File: src/rtl/cbw_pkg.sv
package cbw_pkg;
   localparam int unsigned NUM_SLOTS = 4;

   typedef enum logic [1:0] {
      SLOT_ICAND = 2'd0,
      SLOT_ACC   = 2'd1,
      SLOT_IER   = 2'd2,
      SLOT_CTRL  = 2'd3
   } cbw_slot_e;
endpackage

File: src/rtl/cbw_decode.sv
module cbw_decode #(
   parameter int unsigned AW   = 16,
   parameter int unsigned BASE = 32'h40
) (
   input  logic [AW-1:0]                  addr,
   output logic                           hit,
   output logic [cbw_pkg::NUM_SLOTS-1:0]  slot_oh
);
   localparam logic [AW-1:0] BASE_V = AW'(BASE);

   generate
      if (AW < 3) begin : g_bad_aw
         $error("cbw_decode: AW must be at least 3");
      end
      if ((BASE % 4) != 0) begin : g_bad_base
         $error("cbw_decode: BASE must be aligned to four words");
      end
   endgenerate

   assign hit = (addr[AW-1:2] == BASE_V[AW-1:2]);

   for (genvar i = 0; i < cbw_pkg::NUM_SLOTS; i++) begin : g_slot
      assign slot_oh[i] = hit && (addr[1:0] == 2'(i));
   end
endmodule

File: src/rtl/cbw_waitgen.sv
module cbw_waitgen #(
   parameter bit HOLD_IER = 1'b1
) (
   input  logic                          rd,
   input  logic [cbw_pkg::NUM_SLOTS-1:0] slot_oh,
   input  logic                          run,
   output logic                          hold
);
   import cbw_pkg::*;
   logic guarded;

   generate
      if (HOLD_IER) begin : g_hold_both
         assign guarded = slot_oh[SLOT_ACC] | slot_oh[SLOT_IER];
      end else begin : g_hold_acc
         assign guarded = slot_oh[SLOT_ACC];
      end
   endgenerate

   assign hold = rd && run && guarded;
endmodule

File: src/rtl/cbw_rdmux.sv
module cbw_rdmux #(
   parameter int unsigned DW = 16
) (
   input  logic [cbw_pkg::NUM_SLOTS-1:0] sel,
   input  logic [DW-1:0]                 icand,
   input  logic [DW-1:0]                 acc,
   input  logic [DW-1:0]                 ier,
   input  logic                          run,
   output logic [DW-1:0]                 rdata
);
   import cbw_pkg::*;
   logic [DW-1:0] src [NUM_SLOTS];

   assign src[SLOT_ICAND] = icand;
   assign src[SLOT_ACC]   = acc;
   assign src[SLOT_IER]   = ier;
   assign src[SLOT_CTRL]  = DW'(run);

   always_comb begin
      rdata = '0;
      for (int i = 0; i < NUM_SLOTS; i++) begin
         rdata = rdata | (src[i] & {DW{sel[i]}});
      end
   end
endmodule

File: src/rtl/coproc_bus_slave.sv
module coproc_bus_slave #(
   parameter int unsigned AW       = 16,
   parameter int unsigned DW       = 16,
   parameter int unsigned BASE     = 32'h40,
   parameter bit          HOLD_IER = 1'b1
) (
   input  logic          clk,
   input  logic          rst_n,
   input  logic [AW-1:0] bus_addr,
   input  logic [DW-1:0] bus_wdata,
   input  logic          bus_rd,
   input  logic          bus_wr,
   output logic [DW-1:0] bus_rdata,
   output logic          bus_wait,
   input  logic          core_run,
   input  logic [DW-1:0] core_icand,
   input  logic [DW-1:0] core_acc,
   input  logic [DW-1:0] core_ier,
   output logic          ld_icand,
   output logic          ld_acc,
   output logic          ld_ier,
   output logic [DW-1:0] ld_data,
   output logic          start_pulse,
   output logic [3:0]    rd_sel
);
   import cbw_pkg::*;

   generate
      if (DW < 1) begin : g_bad_dw
         $error("coproc_bus_slave: DW must be positive");
      end
   endgenerate

   logic                 hit;
   logic [NUM_SLOTS-1:0] slot_oh;
   logic                 hold;
   logic                 wr_ok;
   logic                 ctrl_wr;
   logic                 ctrl_wr_q;

   cbw_decode #(.AW(AW), .BASE(BASE)) u_decode (
      .addr    (bus_addr),
      .hit     (hit),
      .slot_oh (slot_oh)
   );

   cbw_waitgen #(.HOLD_IER(HOLD_IER)) u_waitgen (
      .rd      (bus_rd),
      .slot_oh (slot_oh),
      .run     (core_run),
      .hold    (hold)
   );

   assign bus_wait = hold;
   assign rd_sel   = (bus_rd && !hold) ? slot_oh : '0;

   cbw_rdmux #(.DW(DW)) u_rdmux (
      .sel   (rd_sel),
      .icand (core_icand),
      .acc   (core_acc),
      .ier   (core_ier),
      .run   (core_run),
      .rdata (bus_rdata)
   );

   assign wr_ok    = bus_wr && !core_run;
   assign ld_icand = wr_ok && slot_oh[SLOT_ICAND];
   assign ld_acc   = wr_ok && slot_oh[SLOT_ACC];
   assign ld_ier   = wr_ok && slot_oh[SLOT_IER];
   assign ld_data  = bus_wdata;
   assign ctrl_wr  = bus_wr && slot_oh[SLOT_CTRL];

   always_ff @(posedge clk or negedge rst_n) begin
      if (!rst_n) begin
         ctrl_wr_q   <= 1'b0;
         start_pulse <= 1'b0;
      end else begin
         ctrl_wr_q   <= ctrl_wr;
         start_pulse <= ctrl_wr && !ctrl_wr_q && !core_run;
      end
   end

   assert_wait_needs_busy_R5: assert property (@(posedge clk) disable iff (!rst_n)
      bus_wait |-> (core_run && bus_rd && hit));
   assert_wait_zero_data_R6: assert property (@(posedge clk) disable iff (!rst_n)
      bus_wait |-> (bus_rdata == '0));
   assert_no_load_busy_R7: assert property (@(posedge clk) disable iff (!rst_n)
      core_run |-> !(ld_icand || ld_acc || ld_ier));
   assert_start_single_R3: assert property (@(posedge clk) disable iff (!rst_n)
      start_pulse |=> !start_pulse);
   assert_rsel_onehot_R1: assert property (@(posedge clk) disable iff (!rst_n)
      $onehot0(rd_sel));
   assert_outside_quiet_R8: assert property (@(posedge clk) disable iff (!rst_n)
      !hit |-> (rd_sel == 4'b0 && !bus_wait && !ld_icand && !ld_acc && !ld_ier));
   assert_status_no_wait_R4: assert property (@(posedge clk) disable iff (!rst_n)
      (bus_rd && slot_oh[SLOT_CTRL]) |-> !bus_wait);
endmodule

File: config.mk
export PLATFORM = sky130hd
export DESIGN_NAME = coproc_bus_slave
export DESIGN_NICKNAME = d
export VERILOG_FILES = /design/src/rtl/cbw_pkg.sv /design/src/rtl/cbw_decode.sv /design/src/rtl/cbw_waitgen.sv /design/src/rtl/cbw_rdmux.sv /design/src/rtl/coproc_bus_slave.sv
export SDC_FILE = /design/constraint.sdc
export NUM_CORES = 1
export LEC_CHECK = 0
export ABC_AREA = 1
export BUFFER_PORTS_ARGS = -buffer_cell sky130_fd_sc_hd__buf_2
export CELL_PAD_IN_SITES_DETAIL_PLACEMENT = 1
export CELL_PAD_IN_SITES_GLOBAL_PLACEMENT = 1
export CORE_MARGIN = 2
export CORE_UTILIZATION = 17
export DETAILED_ROUTE_END_ITERATION = 8
export PLACE_DENSITY = 0.91
export SLEW_MARGIN = 10
export SYNTH_ARGS = -nofsm -noshare
export SYNTH_HDL_FRONTEND = slang
export SYNTH_SLANG_ARGS = --single-unit
File: constraint.sdc
create_clock -name clk -period 1.4 [get_ports clk]
set_input_delay 0.07 -clock clk [delete_from_list [all_inputs] [get_ports clk]]
set_output_delay 0.07 -clock clk [all_outputs]
set_load 0.02 [all_outputs]
==> impl_metrics.ini, run 1 <==
[clocking]
cts.sinks = 2
cts_buffers = 3
path_clk_slew_ns = 0.03
cts.root.buffer_cell = clkbuf_8
cts_tree = done
insertion_delay_ns = 0.21
cts_buffer_depth = 2
cts_max_level = 1

[worst_setup_path]
slowest_stage = nand4_4
r2r_start = ctrl_wr_q$_DFF_PN0_
path_delay_family = simple AND/OR/NAND/NOR gates
cp.required_ns = 1.33
worst_ep_arrival_time_ns = 1.36
crit_fanout = 8
rr_endpoint = start_pulse$_DFF_PN0_
worstRegToRegCells = 1
end_kind = output port
reg2reg_slack_ns = 0.77
start_kind = input port
worst-path-buf-inv = 5
critPathKind = input port to output port
max_stage_delay_ns = 0.17
crit_chain = buf_2 -> inv_2 -> nand2_2 -> nor2_4 -> nand2_2 -> nor2_4 -> buf_6 -> nand4_4 -> clkinv_8 -> nand2_4 -> nand3_2 -> buf_6

[detailed_routing]
ant_nets = 0
route.detailed.drc = 0
viasPerCell = 4.56
dr.pass1.iters = 4
vias = 1373
drt_iter0_drc = 28
wl_per_cell_um = 15.7
routed_wl_um = 4740

[sta]
setup_tns_ns = -0.0446
setup_viol = 3
relSlewSlack = 0.767
clock_skew_ns = 0.00318
hold_violations = 0
finalCritPeriodShare = 1.02
worst_slack_ns = -0.0269
finalCriticalPeriod_ns = 1.43
drv_slew = 0
worstMarginPinSlew_ns = 0.348
max_freq_mhz = 701
rsz0062_at_grt = true

[cells_and_area]
syn_to_final_growth_pct = 115
nNetsFinal = 321
n_antenna_cell = 0
fillers = 633
drive_gt1_frac = 0.782
fin_util = 0.387

[run_status]
violations = setup timing
status = complete, but fails checks

[power]
ir_drop_uv = 229
p_leak_nw = 1.07
p_per_area_nw_per_um2 = 265
total_power_uw = 494

[logic_synthesis]
netlist_instances = 142
yosysTopAreaCellShare = 0.156
synth-simple-area-share = 0.628
synth-main-ff-cell = dfrtp_1
synth_seq_area_share = 0.0577
synthMuxAreaShare = 0
syn_area_per_cell_um2 = 6.11
synth_top_area_cell = nand2_1
synth_xor_area_frac = 0
synthArstFlopShare = 1.00
synth_top_family_by_area = simple AND/OR/NAND/NOR gates
synth_compound_area_frac = 0.0303
ys.warnings.count = 0
synth-edff-count = 0
netlist_area_um2 = 867
synthAdderAreaFrac = 0
synth.most_common_cell = nand2_1
ys_ff_latch = 2
synthTopCellsByCount = nand2_1 (36), nand4_1 (17), buf_4 (16), inv_1 (15), nand3_2 (11)
syn_nets = 227
synth_cell_types = 23
ys_top_cells_by_area = nand2_1 (16%), buf_4 (14%), nand3_2 (13%), nand4_1 (12%), inv_1 (6.5%)

[die]
die_h_um = 75.4
die_x_um = 75.4
pin_count = 126
fp.dieArea_um2 = 5690
core_area_um2 = 4820
placementRows = 25
start_util = 0.180

[worst_hold_path]
holdPathEnd = ctrl_wr_q$_DFF_PN0_
min_path_cells = 3
hold_path_class = input port to flip-flop
min_from = bus_wr

[placement]
dp_slack_ns = -0.0605
gp_congestion = 0.763
dp_hpwl_um = 3060
io_buffers = 93

[grt]
globalRouteOverflowTotal = 0
first_global_vias = 1387
grt_max_degree = 18
globalRouteTotalUtil = 0.143
grt_pass1_wl_um = 6190
antenna_found_initial = 0

[job]
maxCapViolCount = 0
## per-stage QoR
step                      hold WS (ns)  area [µm²]  cells
after floorplan                 -0.226         867    142
after global placement          -0.146        1290    284
after detailed placement        -0.145        1290    284
after CTS                       0.0860        1630    296
after global routing             0.105        1870    301
final                           0.0877        1870    301
## power breakdown
group	internal [mW]	switching [mW]	leakage [nW]
Combinational	0.0942	0.109	1.02
Clock	0.182	0.0503	0.0216
Sequential	0.0583	0.000000154	0.0280
## metal layers
| layer | vias up | part of all wire | global-route usage |
|---|---|---|---|
| li1 | 649 | - | - |
| met1 | 647 | 0.38 | 0.155 |
| met2 | 69 | 0.53 | 0.284 |
| met3 | 8 | 0.076 | 0.0238 |
| met4 | 0 | 0.016 | 0.0331 |
| met5 | - | 0 | 0 |
## final cells by class
class / instances / area (µm²) / share of cell area
clock buffer: 3 / 41.3 / 0.0221
inverter: 21 / 91.3 / 0.0490
multi-input combinational: 101 / 835 / 0.447
sequential: 2 / 50.0 / 0.0268
tap: 67 / 83.8 / 0.0449
timing repair buffer: 106 / 756 / 0.405
timing repair inverter: 1 / 8.76 / 0.00469
## cell usage in the layout, fill, tap and decap left out, types with 2 or more instances in the layout
cell type	netlist	routed
nor2_2	4	4
buf_6	3	22
buf_4	16	6
clkbuf_8	0	3
nor2_1	8	3
o211ai_4	1	3
nand4_1	17	17
inv_1	15	10
nor3_1	2	2
nand2_2	2	19
inv_2	5	10
nand2_1	36	12
dfrtp_1	2	2
nand3_1	8	2
buf_2	1	73
nand3_2	11	16
buf_12	0	3
nor2_4	1	8
nand2_4	0	7
nand4_4	0	2
## how the worst max path moves through the flow
| stage | start | end | cells past startpoint | slack (ns) |
|---|---|---|---|---|
| finish | bus_addr[4] | bus_rdata[5] | 12 | -0.03 |
| floorplan | bus_addr[13] | ld_acc | 5 | 0.16 |
| global placement | bus_addr[8] | bus_rdata[4] | 11 | -0.006 |
| CTS | bus_addr[5] | bus_rdata[7] | 13 | -0.01 |
| global route | bus_addr[8] | bus_rdata[0] | 12 | -0.11 |
| detailed placement | bus_addr[8] | bus_rdata[10] | 11 | -0.06 |
## registers in the layout, indices dropped and copies added (netlist names)
| name | count |
|---|---|
| start_pulse | 1 |
| ctrl_wr_q | 1 |
## timing repair
item | CTS | global route
hold buffers | 1 | 0
endpoints found under the setup margin | 16 | 21
pin swaps | 8 | 21
cloned | 3 | 3
gates resized for setup | 57 | 46
setup buffers | 5 | 2
hold endpoints to repair | 2 | 0
## cells by family (layout without fill, tap and decap cells)
kind of cell / count (synthesis) / count (layout)
AND/OR/NAND/NOR: 95 / 97
AO/OA/AOI/OAI: 2 / 4
buffers and inverters: 43 / 131
flip-flops: 2 / 2
(Power assumes the default switching activity.)
==> inputs of run 2 (changes only) <==
PLACE_DENSITY = not set   (was 0.91)
PLACE_DENSITY_LB_ADDON = 0.3   (was not set)
==> impl_metrics.ini, run 2 (synthesis results as in run 1) <==
[run_status]
status = completed

[cells_and_area]
syn_to_final_growth_pct = 102
final_cell_mix = buf_2 (73), buf_6 (20), nand2_1 (19)
nNetsFinal = 319
n_antenna_cell = 0
multiInputGateArea_um2 = 764
reg_top3 = ctrl_wr_q: 1 flops, start_pulse: 1 flops
drive_gt1_frac = 0.746
layout_commonest_cell = buf_2
seq_area_um2 = 50.0
fillers = 645
fin_util = 0.363

[worst_setup_path]
crit_fanout = 6
cp.required_ns = 1.33
start_kind = input port
end_kind = output port
worst_ep_arrival_time_ns = 1.33
reg2reg_slack_ns = 0.80
worstSetupStartpoint = bus_addr[9]
r2r_start = ctrl_wr_q$_DFF_PN0_
rr_endpoint = start_pulse$_DFF_PN0_
slowest_stage = nor2_4
crit_chain = buf_6 -> inv_2 -> nand2_2 -> nor2_4 -> nand2_2 -> nor2_4 -> nand4_4 -> inv_4 -> clkbuf_16 -> nand2_4 -> nand3_2 -> buf_6
worstRegToRegCells = 1
cp-endpoint = bus_rdata[15]
critPathKind = input port to output port
max_stage_delay_ns = 0.21

[sta]
setup_viol = 0
finalCritPeriodShare = 0.998
drv_slew = 0
max_freq_mhz = 716
hold_violations = 0
relSlewSlack = 0.712
worstMarginPinSlew_ns = 0.431
finalCriticalPeriod_ns = 1.40
clock_skew_ns = 0.00433
rsz0062_at_grt = true

[clocking]
cts_buffers = 3
insertion_delay_ns = 0.21
cts.sinks = 2
cts_max_level = 1
path_clk_slew_ns = 0.03
cts.root.buffer_cell = clkbuf_8
cts_tree = done
cts_buffer_depth = 2

[die]
pin_count = 126
fp.dieArea_um2 = 5690
placementRows = 25
core_area_um2 = 4820
die_h_um = 75.4
die_x_um = 75.4
start_util = 0.180

[placement]
io_buffers = 93
dp_hpwl_um = 2740
gp_congestion = 0.665

[detailed_routing]
top_layer_used = met3
wl_met1_um = 1760
vias = 1299
routed_wl_um = 4160
route.detailed.drc = 0
wl_per_cell_um = 13.9
dr.pass1.iters = 4
viasPerCell = 4.34
wl_met3_um = 346
drt_iter0_drc = 20
ant_nets = 0
met2_length_um = 2050

[power]
ir_drop_uv = 177
total_power_uw = 482
p_per_area_nw_per_um2 = 276
p_leak_nw = 1.03

[grt]
globalRouteOverflowTotal = 0
grt_max_degree = 20
antenna_found_initial = 0
globalRouteTotalUtil = 0.108
grt_pass1_wl_um = 4920
first_global_vias = 1159

[worst_hold_path]
hold_path_class = input port to flip-flop
min_path_cells = 3

[job]
maxCapViolCount = 0
run 2: changes by cell type in the layout (fill, tap and decap cells not counted), sizes merged:
| cell | before | now |
|---|---|---|
| buf | 105 | 103 |
| clkbuf | 3 | 4 |
| clkinv | 2 | 1 |
| inv | 20 | 21 |
| o211ai | 3 | 2 |
run 2: metal layers:
layer	vias up	GRT usage
met4	0	0.0253
li1	640	-
met3	0	0.0198
met2	57	0.194
met1	602	0.133
met5	-	0
run 2: how the worst min path moves through the flow:
stage / from / to
detailed placement: rst_n / start_pulse$_DFF_PN0_
global route: bus_wr / ctrl_wr_q$_DFF_PN0_
floorplan: rst_n / ctrl_wr_q$_DFF_PN0_
global placement: rst_n / start_pulse$_DFF_PN0_
finish: bus_wr / ctrl_wr_q$_DFF_PN0_
CTS: bus_wr / ctrl_wr_q$_DFF_PN0_
run 2: timing repair:
| item | 4_1_cts | 5_1_grt |
|---|---|---|
| endpoints found under the hold margin | 2 | 0 |
| endpoints found under the setup margin | 2 | 18 |
| gates resized for setup | 1 | 84 |
| pin swaps | 0 | 11 |
| setup buffers | 0 | 3 |
| hold buffers | 1 | 0 |
| gates cloned | 0 | 5 |
run 2: layout make-up:
cell class,count,share of cell area
multi-input combinational,100,0.437
inverter,21,0.0494
clock buffer,3,0.0236
timing repair inverter,1,0.00501
timing repair buffer,105,0.408
tap,67,0.0480
sequential,2,0.0286
run 2: critical path, delay by kind of cell:
| kind | cells | cell delay, ns |
|---|---|---|
| simple gates | 7 | 0.71 |
| buf+inv | 5 | 0.53 |
run 2: per-stage QoR:
stage / worst slack (ns) / hold WS [ns] / instance area, µm² / setup TNS [ns] / std cells
5_1_grt: -0.0922 / 0.110 / 1750 / -1.12 / 299
3_3_place_gp: -0.0209 / -0.143 / 1320 / -0.0354 / 287
4_1_cts: 0.00417 / 0.0907 / 1370 / 0 / 291
6_report: 0.00315 / 0.0905 / 1750 / 0 / 299
2_1_floorplan: 0.161 / -0.226 / 867 / 0 / 142
3_5_place_dp: -0.00835 / -0.143 / 1320 / -0.0119 / 287
run 2: report_power, final:
part / internal [mW] / switching [mW] / total [mW] / leakage (nW)
combinational: 0.0976 / 0.0975 / 0.195 / 0.979
clock: 0.182 / 0.0470 / 0.229 / 0.0216
sequential: 0.0583 / 0.000000135 / 0.0583 / 0.0280
total: 0.338 / 0.144 / 0.482 / 1.03
==> inputs of run 3 (changes only) <==
ABC_AREA = not set   (was 1)
CORE_UTILIZATION = 16   (was 17)
SETUP_SLACK_MARGIN = 0.15   (was not set)
==> impl_metrics.ini, run 3 <==
[run_status]
status = completed

[sta]
drv_slew = 0
setup_viol = 0
worstMarginPinSlew_ns = 0.330
max_freq_mhz = 779
finalCritPeriodShare = 0.917
clock_skew_ns = 0.000812
finalCriticalPeriod_ns = 1.28
hold_violations = 0
rsz0062_at_grt = true
relSlewSlack = 0.779
setup_tns_ns = 0
worst_slack_ns = 0.117

[cells_and_area]
syn_to_final_growth_pct = 88.3
final_cell_mix = buf_2 (69), buf_4 (34), nand2_1 (18)
n_antenna_cell = 0
drive_gt1_frac = 0.653
nNetsFinal = 283
layout_commonest_cell = buf_2
fin_util = 0.307
reg_top3 = ctrl_wr_q: 1 flops, start_pulse: 1 flops

[worst_setup_path]
r2r_start = ctrl_wr_q$_DFF_PN0_
cp.required_ns = 1.33
worst_ep_arrival_time_ns = 1.21
rr_endpoint = start_pulse$_DFF_PN0_
worstRegToRegCells = 1
reg2reg_slack_ns = 0.79
worstSetupStartpoint = bus_addr[8]
end_kind = output port
crit_fanout = 4
start_kind = input port
critPathKind = input port to output port

[power]
power_switching_uw = 154
sequentialPowerShare = 0.111
intPower_uw = 369
ir_drop_uv = 162
combPwrFrac = 0.462
switching_share = 0.295
p_leak_nw = 0.682
p_per_area_nw_per_um2 = 365
pwr-share-clk = 0.426

[clocking]
cts_max_level = 1
cts.root.buffer_cell = clkbuf_8
cts_tree = done
cts_buffers = 3
path_clk_slew_ns = 0.03
cts_buffer_depth = 2
insertion_delay_ns = 0.21
cts.sinks = 2

[placement]
gp_congestion = 0.696
io_buffers = 93
dp_hpwl_um = 2930
dp_slack_ns = 0.0461

[detailed_routing]
dr.pass1.iters = 4
routed_wl_um = 3810
ant_nets = 0
drt_iter0_drc = 42
route.detailed.drc = 0
wl_per_cell_um = 15.3
viasPerCell = 4.71
vias = 1177

[grt]
grt_pass1_wl_um = 5870
antenna_found_initial = 0
globalRouteTotalUtil = 0.138
grt_max_degree = 13
globalRouteOverflowTotal = 0
first_global_vias = 1227

[worst_hold_path]
holdPathEnd = ctrl_wr_q$_DFF_PN0_
hold_path_class = input port to flip-flop
min_from = bus_wr
min_path_cells = 3

[die]
start_util = 0.163
core_area_um2 = 4660
pin_count = 126
die_h_um = 73.0
die_x_um = 73.0
placementRows = 25
fp.dieArea_um2 = 5320

[logic_synthesis]
synthTopCellsByCount = buf_4 (18), nand2_1 (18), a21oi_1 (17), a32oi_1 (15), nor2_1 (6)
ys_ff_latch = 2
netlist_area_um2 = 761
synth-edff-count = 0
synth-main-ff-cell = dfrtp_1
netlist_instances = 107
ys_top_cells_by_area = buf_4 (18%), a32oi_1 (17%), a21oi_1 (11%), nand2_1 (8.9%), dfrtp_1 (6.6%)
synthArstFlopShare = 1.00
synth_seq_area_share = 0.0658
syn_nets = 192
synth_cell_types = 25
synth_top_area_cell = buf_4
syn_area_per_cell_um2 = 7.11
ys.warnings.count = 0
yosysTopAreaCellShare = 0.178

[job]
maxCapViolCount = 0
==> run 3: changes by cell type after synthesis, sizes merged, moves of 4 or more <==
cell / change
nand3: -17
nand4: -16
a32oi: +15
a21oi: +17
nor3b: +4
nand2: -20
nor2: -6
inv: -19
==> run 3: layout make-up <==
type / instances / area (µm²)
well taps: 54 / 67.6
clock buffers: 3 / 41.3
multi-input cells: 79 / 581
flip-flops and latches: 2 / 50.0
fillers: 605 / 3230
inverters: 1 / 3.75
repair buffers: 111 / 689
==> run 3: layer usage <==
metal,track usage,vias to the layer above,part of all wire
li1,-,562,-
met5,0,-,0
met1,0.161,533,0.39
met4,0.0288,0,0.0081
met3,0.0373,4,0.11
met2,0.252,78,0.50
==> run 3: per-stage QoR <==
stage	total power [mW]	std cells	hold slack, ns	instance area, µm²
after detailed placement	0.285	243	-0.144	1240
final	0.523	250	0.126	1430
after global routing	0.560	250	0.132	1430
after floorplan	0.212	107	-0.226	777
after global placement	0.284	243	-0.144	1240
after CTS	0.524	248	0.118	1360
==> run 3: worst max-delay path: stages <==
cell	delay (ns)
buf_6	0.10
nor4_4	0.37
nand4_1	0.15
buf_4	0.19
nor3b_2	0.18
buf_4	0.16
==> run 3: cells by family (layout without fill, tap and decap cells) <==
logic type,after synthesis,count (layout),synth area share
AND/OR/NAND/NOR,45,45,0.393
buffers and inverters,26,115,0.234
flip-flops,2,2,0.0658
XOR/XNOR,1,1,0.0115
AO/OA/AOI/OAI,33,33,0.296
==> run 3: power groups by stage <==
stage | Clock (mW) | Sequential [mW] | Combinational (mW)
6_report | 0.223 | 0.0583 | 0.242
5_1_grt | 0.235 | 0.0583 | 0.266
4_1_cts | 0.228 | 0.0583 | 0.238
3_5_place_dp | 0 | 0.0589 | 0.226
3_3_place_gp | 0 | 0.0589 | 0.225
2_1_floorplan | 0 | 0.0589 | 0.153
==> run 3: what timing repair did <==
action                                 in CTS  in global routing
gates resized for setup                    16                 17
endpoints found under the hold margin       2                  0
pin swaps                                   5                  1
hold buffers                                1                  0
setup buffers                               1                  2
setup endpoints to repair                  17                 22
==> run 3: worst max-delay path by stage <==
stage	endpoint	slack [ns]	depth (start not counted)
final	ld_ier	0.12	6
after floorplan	rd_sel[1]	0.18	3
after global routing	bus_rdata[0]	0.05	6
after global placement	ld_ier	0.05	5
after CTS	ld_ier	0.08	5
after detailed placement	ld_ier	0.05	5
